`src/rtl/intr_cond_pkg.sv`:
```
// Shared types for the interrupt conditioner.
package intr_cond_pkg;
    // Trigger style of the maskable line.
    typedef enum logic {
        TRIG_LEVEL = 1'b0,
        TRIG_FALL  = 1'b1
    } trig_mode_e;

    // Shortest chain that still resolves metastability.
    localparam int unsigned SYNC_MIN = 2;
endpackage

```
`src/rtl/intr_sync.sv`:
```
// Flop chain that brings an asynchronous pin into the clock domain.
// Assumes: STAGES >= 2; reset loads IDLE so an idle pin is not seen as active.
module intr_sync #(
    parameter int unsigned STAGES = 2,
    parameter logic        IDLE   = 1'b1
) (
    input  logic clk,
    input  logic rst_n,
    input  logic d,
    output logic q
);
    logic [STAGES-1:0] chain;

    // Shift the raw value one stage per clock.
    always_ff @(posedge clk) begin
        if (!rst_n) chain <= {STAGES{IDLE}};
        else        chain <= {chain[STAGES-2:0], d};
    end

    assign q = chain[STAGES-1];

    initial begin
        if (STAGES < intr_cond_pkg::SYNC_MIN) $error("intr_sync: STAGES below minimum");
    end

    generate
        for (genvar g = 1; g < STAGES; g++) begin : g_chk
            // every stage takes the previous stage's value one edge later.
            p_shift_r2: assert property (@(posedge clk) disable iff (!rst_n)
                $past(rst_n) |-> chain[g] == $past(chain[g-1]));
        end
    endgenerate
endmodule

```
`src/rtl/intr_maskable.sv`:
```
// Maskable line: synchronizer, trigger-mode register, mask bit and edge latch.
// Assumes: edge_ack and cfg_wr are single-cycle strobes from the core.
module intr_maskable
    import intr_cond_pkg::*;
#(
    parameter int unsigned STAGES = 2
) (
    input  logic clk,
    input  logic rst_n,
    input  logic pin_n,
    input  logic cfg_wr,
    input  logic cfg_edge,
    input  logic imask_wr,
    input  logic imask_val,
    input  logic ack,
    output logic req
);
    logic       pin_s;
    logic       pin_prev;
    logic       fall;
    logic       pending;
    logic       imask;
    logic       mode_change;
    trig_mode_e mode;

    intr_sync #(.STAGES(STAGES), .IDLE(1'b1)) u_sync (
        .clk(clk), .rst_n(rst_n), .d(pin_n), .q(pin_s)
    );

    // Trigger-mode register, level after reset.
    always_ff @(posedge clk) begin
        if (!rst_n)      mode <= TRIG_LEVEL;
        else if (cfg_wr) mode <= trig_mode_e'(cfg_edge);
    end

    // Mask bit, set after reset.
    always_ff @(posedge clk) begin
        if (!rst_n)        imask <= 1'b1;
        else if (imask_wr) imask <= imask_val;
    end

    // Previous synchronized value, used for falling-edge detection.
    always_ff @(posedge clk) begin
        if (!rst_n) pin_prev <= 1'b1;
        else        pin_prev <= pin_s;
    end

    assign fall        = pin_prev & ~pin_s;
    assign mode_change = cfg_wr && (trig_mode_e'(cfg_edge) != mode);

    // Edge latch: a new edge wins over a simultaneous acknowledge.
    always_ff @(posedge clk) begin
        if (!rst_n)                               pending <= 1'b0;
        else if (mode_change || mode == TRIG_LEVEL) pending <= 1'b0;
        else if (fall)                            pending <= 1'b1;
        else if (ack)                             pending <= 1'b0;
    end

    // Request: latch in edge mode, live level otherwise, both behind the mask.
    always_comb begin
        if (imask)                   req = 1'b0;
        else if (mode == TRIG_FALL)  req = pending;
        else                         req = ~pin_s;
    end

    // reset leaves level mode and the mask set.
    p_reset_state_r1: assert property (@(posedge clk)
        !rst_n |=> (mode == TRIG_LEVEL) && imask && !pending);
    // a set mask keeps the request low.
    p_mask_blocks_r8: assert property (@(posedge clk) disable iff (!rst_n)
        imask |-> !req);
    // nothing is latched in level mode.
    p_level_no_latch_r3: assert property (@(posedge clk) disable iff (!rst_n)
        (mode == TRIG_LEVEL) |-> !pending);
    // a latched edge holds until acknowledge or mode change.
    p_edge_hold_r4: assert property (@(posedge clk) disable iff (!rst_n)
        (mode == TRIG_FALL && pending && !ack && !cfg_wr) |=> pending);
    // acknowledge with no new edge clears the latch.
    p_ack_clears_r5: assert property (@(posedge clk) disable iff (!rst_n)
        (mode == TRIG_FALL && ack && !fall) |=> !pending);
    // a change of mode clears the latch.
    p_mode_switch_r7: assert property (@(posedge clk) disable iff (!rst_n)
        mode_change |=> !pending);
endmodule

```
`src/rtl/intr_nmi.sv`:
```
// Non-maskable line: synchronizer plus a one-way mask bit.
// Assumes: unmask is a single-cycle strobe; only reset sets the mask.
module intr_nmi #(
    parameter int unsigned STAGES = 2
) (
    input  logic clk,
    input  logic rst_n,
    input  logic pin_n,
    input  logic unmask,
    output logic req
);
    logic pin_s;
    logic mask;

    intr_sync #(.STAGES(STAGES), .IDLE(1'b1)) u_sync (
        .clk(clk), .rst_n(rst_n), .d(pin_n), .q(pin_s)
    );

    // One-way mask: reset sets it, the strobe clears it.
    always_ff @(posedge clk) begin
        if (!rst_n)      mask <= 1'b1;
        else if (unmask) mask <= 1'b0;
    end

    // Request follows the low level once unmasked.
    assign req = ~mask & ~pin_s;

    // reset sets the mask.
    p_nmi_reset_r1: assert property (@(posedge clk) !rst_n |=> mask);
    // the mask holds the request low.
    p_nmi_masked_r9: assert property (@(posedge clk) disable iff (!rst_n)
        mask |-> !req);
    // once cleared the mask stays cleared.
    p_nmi_sticky_r10: assert property (@(posedge clk) disable iff (!rst_n)
        !mask |=> !mask);
endmodule

```
`src/rtl/intr_cond_top.sv`:
```
// Top of the interrupt conditioner: one maskable and one non-maskable line.
// Assumes: pins are asynchronous, active low and idle high; strobes are one cycle.
module intr_cond_top #(
    parameter int unsigned SYNC_STAGES = 2
) (
    input  logic clk,
    input  logic rst_n,
    input  logic mi_pin_n,
    input  logic nmi_pin_n,
    input  logic cfg_wr,
    input  logic cfg_edge,
    input  logic imask_wr,
    input  logic imask_val,
    input  logic edge_ack,
    input  logic nmi_unmask,
    output logic mi_req,
    output logic nmi_req
);
    intr_maskable #(.STAGES(SYNC_STAGES)) u_mask (
        .clk(clk), .rst_n(rst_n), .pin_n(mi_pin_n),
        .cfg_wr(cfg_wr), .cfg_edge(cfg_edge),
        .imask_wr(imask_wr), .imask_val(imask_val),
        .ack(edge_ack), .req(mi_req)
    );

    intr_nmi #(.STAGES(SYNC_STAGES)) u_nmi (
        .clk(clk), .rst_n(rst_n), .pin_n(nmi_pin_n),
        .unmask(nmi_unmask), .req(nmi_req)
    );

    // no request leaves the block while reset is applied on the prior edge.
    p_quiet_reset_r1: assert property (@(posedge clk)
        !rst_n |=> !mi_req && !nmi_req);
endmodule

```
`config.mk`:
```
export PLATFORM = sky130hd
export DESIGN_NAME = intr_cond_top
export DESIGN_NICKNAME = d
export VERILOG_FILES = /design/src/rtl/intr_cond_pkg.sv /design/src/rtl/intr_sync.sv /design/src/rtl/intr_maskable.sv /design/src/rtl/intr_nmi.sv /design/src/rtl/intr_cond_top.sv
export SDC_FILE = /design/constraint.sdc
export NUM_CORES = 1
export LEC_CHECK = 0
export CAP_MARGIN = 20
export CORE_AREA = 2 2 39 41
export DETAILED_ROUTE_END_ITERATION = 10
export DIE_AREA = 0 0 41 43
export GPL_TIMING_DRIVEN = 0
export MAX_ROUTING_LAYER = met4
export PLACE_DENSITY_LB_ADDON = 0.15
export SETUP_SLACK_MARGIN = 0.02
export SYNTH_ARGS = -nofsm -noshare
export SYNTH_HDL_FRONTEND = slang
export SYNTH_SLANG_ARGS = --single-unit
```
`constraint.sdc`:
```
create_clock -name clk -period 1.1 [get_ports clk]
set_clock_uncertainty 0.1 [all_clocks]
set_input_delay 0.11 -clock clk [delete_from_list [all_inputs] [get_ports clk]]
set_output_delay 0.11 -clock clk [all_outputs]
set_load 0.05 [all_outputs]
```
Yosys cells after proc, flatten, opt, wreduce, memory -nomap -nowiden
Index checks and enable logic that the tools add are counted.

operators by class
  equal/unequal tests = 1
  muxes and demuxes = 4
  bitwise operators = 7
  reductions and logical operators = 4

operator list
  operator           count
  $not 1->1          5
  $mux 1             4
  $and 1x1->1        2
  $reduce_bool 2->1  1
  $reduce_or 2->1    1
  $logic_and 1x1->1  1
  $logic_or 1x1->1   1
  $ne 1x1->1         1

storage, ports and cells
  register bits after elaboration = 9
  input port bits = 10
  output and inout port bits = 2
  logic and storage cells = 23

Longest topological paths before layout
  depth after elaboration = 4
  mapped depth = 2
  mapped depth without buffers = 2

Modules after synthesis
Synthesis repeated with hierarchy kept, for this count alone.

unflattened totals
  cell total of the unflattened synthesis = 29
  area total of the unflattened synthesis = 319.1 µm²

modules (own cells, without submodules)
  module         times used  cells each  area each (µm²)
  intr_maskable  1           17          177.7
  intr_sync      2           4           52.6
  intr_nmi       1           4           36.3

Worst setup path before layout
No wires, ideal clock.

  kind = register to output
  start point = reg u_mask.mode
  end point = out mi_req
  data arrival time = 1313 ps
  path slack = -423 ps
  stages on the path, launching flop included = 3
  path buffers = 0
  cell sequence = dfxtp_1 or2_1 a21oi_1

on the way
  longest elaborated chain between the ends = 2

RTL lines
  item                    RTL line             text
  start, declared         intr_maskable.sv:24  trig_mode_e mode;
  start signal, assigned  intr_maskable.sv:33  else if (cfg_wr) mode <= trig_mode_e'(cfg_edge);
  $mux 1                  intr_maskable.sv:62  else if (mode == TRIG_FALL) req = pending;
  $mux 1                  intr_maskable.sv:61  if (imask) req = 1'b0;
  end, declared           intr_cond_top.sv:16  output logic mi_req,

No other way between the ends.

Final worst setup path
  start point = reg u_mask.u_sync.chain[1]
  end point = out mi_req

on the way
  longest elaborated chain between the ends = 3

RTL lines
  item                    RTL line             text
  start, declared         intr_sync.sv:12      logic [STAGES-1:0] chain;
  start signal, assigned  intr_sync.sv:16      if (!rst_n) chain <= {STAGES{IDLE}};
  start signal, assigned  intr_sync.sv:17      else chain <= {chain[STAGES-2:0], d};
  $not 1->1               intr_maskable.sv:63  else req = ~pin_s;
  $mux 1                  intr_maskable.sv:62
  $mux 1                  intr_maskable.sv:61

No other way between the ends.

==> reports/qor.csv <==
metric,value,unit
"EDFF count, synth",0,
Most Crowded Layer GR,met1,
final hold violations,0,
core area,1380,µm²
crit start category,flop,
initial antenna violation count,0,
RSZ-0062 raised after global routing,yes,
fin crit share,1.20,
met2 GRT Util,0.0875,
CTS tree,yes,
# setup viols final,1,
Post-Layout Cell Count,60,
clock root buffer,clkbuf_4,
CTS Sinks,9,
Nets,55,
Chip Height,43,µm
final worst setup slack,-0.220,ns
# rows,14,
area share of the largest cell type after synthesis,0.588,
Crit Path Class,reg -> out,
max_cap viols,0,
violated checks,negative setup slack,
max frequency,757,MHz
chip width,41,µm
Synth Cell Area,307,µm²
# diodes,0,
Overflow after GRT,0,
initial core utilization,0.222,
fin. max-slew vios,0,
Die Footprint,1760,µm²
register area share after synthesis,0.588,
crit path max fanout,3,
Fillers,145,
Synth Register Bits,9,
worst-margin pin slew,0.282,ns
Final Instance Area,485,µm²
first-pass GRT wire length,848,µm
minimum clock period,1.32,ns
status,"finished, violations left",
post-synthesis async set-or-reset flop share,0,
Starting DRT DRC Count,1,
Skew-Pair Late Insertion Delay,0.25,ns
vias per cell,3.83,
via count,230,
dpl cells,56,
Crit. End Element,output pin,
leak pwr,0.189,nW
largest net degree at the start of global routing,10,
Post-synth top cells,"9 x dfxtp_1, 5 x nand2b_1, 3 x nand2_1",
met1 usage,0.104,
ranking of synthesized cells by area,"dfxtp_1 59%, nand2b_1 10%, mux2i_1 6.5%",
area grow syn2layout,58.4,%
Hold Crit Class,in -> reg,
pwr/cell area,1370,nW/µm²
Worst EP arrival,1.11,ns
WL/cell,8.47,µm
gp weighted congestion,0.604,
clock tree buffer depth,2,
Clock transition at path regs,0.06,ns
Synth warnings,0,
# H-tree levels,1,
DR pass1 iterations,2,
total setup buffers inserted after CTS,0,
DRT Wirelength,508,µm
Slew HR,0.811,
DRC Markers,0,
top-count cell post-synth,dfxtp_1,
count of input and output buffers,11,
post-route ant nets,0,
Syn Inst Count,29,
FF/Latch Area,183,µm²
layout cells sized above 1,0.273,
Multi-input gate area,135,µm²
TritonCTS Buffers,3,
Total Routing Usage GR,0.0773,
Peak VDD IR,0.000573,V
Top Ports,12,
Yosys top cell by area,dfxtp_1,
placed inst area,450,µm²
Main synth FF type,dfxtp_1,
Netlist cell types,12,
mean post-synth cell area,10.6,µm²
hold_buf cts,0,
critical path required time,0.89,ns
met3 Use GR,0.0314,
syn_nets,39,
vias in the first global route,218,
[flip-flops by register name (all words and copies together), names as in the netlist]
signal               count
u_mask.imask             1
u_mask.pending           1
u_mask.pin_prev          1
u_nmi.mask               1
u_mask.mode              1
u_mask.u_sync.chain      2
u_nmi.u_sync.chain       2
[layer usage]
metal / vias up / routed length, µm
li1: 121 / -
met2: 9 / 230
met4: 0 / 0
met1: 100 / 228
met5: - / 0
met3: 0 / 49
[worst max-delay path, stage by stage (launching register included)]
cell and delay (ns):
dfxtp_2 0.32, or2_4 0.25, a21oi_4 0.12, buf_6 0.17
[where the power goes]
part / internal, mW / total [mW] / switching [mW]
clock: 0.134 / 0.248 / 0.114
combinational: 0.0451 / 0.0676 / 0.0225
sequential: 0.342 / 0.350 / 0.00861
total: 0.521 / 0.666 / 0.145
[worst paths after layout]
check	startpoint	end	slack [ns]	depth (start not counted)
setup / recovery	u_mask.u_sync.chain[1]$_SDFF_PN1_	mi_req	-0.22	3
hold / removal	nmi_pin_n	u_nmi.u_sync.chain[0]$_SDFF_PN1_	0.31	2
setup reg to reg	u_mask.u_sync.chain[1]$_SDFF_PN1_	u_mask.pending$_SDFFE_PP0P_	0.26	2
hold reg to reg	u_mask.u_sync.chain[0]$_SDFF_PN1_	u_mask.u_sync.chain[1]$_SDFF_PN1_	0.31	1
[cell families after synthesis]
group           synth area share
simple gates               0.241
flops                      0.588
compound gates            0.0816
mux                       0.0653
buf+inv                   0.0245
[cells in the final DEF, fill, tap and decap left out, drive strengths merged]
| master | Yosys | routed |
|---|---|---|
| or2 | 1 | 1 |
| buf | 0 | 2 |
| nor2b | 1 | 1 |
| o21ai | 1 | 1 |
| a221oi | 1 | 1 |
| clkinv | 0 | 1 |
| or2b | 2 | 2 |
| clkdlybuf4s50 | 0 | 9 |
| a21oi | 1 | 1 |
| nand2 | 3 | 3 |
| dfxtp | 9 | 9 |
| nand2b | 5 | 5 |
| clkbuf | 0 | 3 |
| inv | 2 | 2 |
| mux2i | 2 | 2 |
| nor2 | 1 | 1 |
[stage by stage]
stage	power [mW]	setup WS [ns]	setup TNS [ns]	hold WS (ns)	utilization
after global placement	0.421	-0.627	-1.20	0.287	0.325
after global routing	0.709	-0.256	-0.258	0.317	0.351
after detailed placement	0.423	-0.636	-1.36	0.300	0.325
after floorplan	0.380	-0.0211	-0.0211	0.0719	-
after CTS	0.682	-0.235	-0.235	0.298	0.351
final	0.666	-0.220	-0.220	0.308	0.351
[area by class of cell]
| type | count | share of cell area |
|---|---|---|
| multi-input combinational | 18 | 0.278 |
| sequential | 9 | 0.376 |
| inverter | 2 | 0.0155 |
| tap | 16 | 0.0412 |
| clock buffer | 3 | 0.0464 |
| clock inverter | 1 | 0.0103 |
| timing repair buffer | 11 | 0.232 |
[timing repair]
item                       in CTS  in global routing
setup endpoints to repair       2                  2
gates resized for setup        17                  0
pin swaps                       2                  1
(Power assumes the default switching activity.)
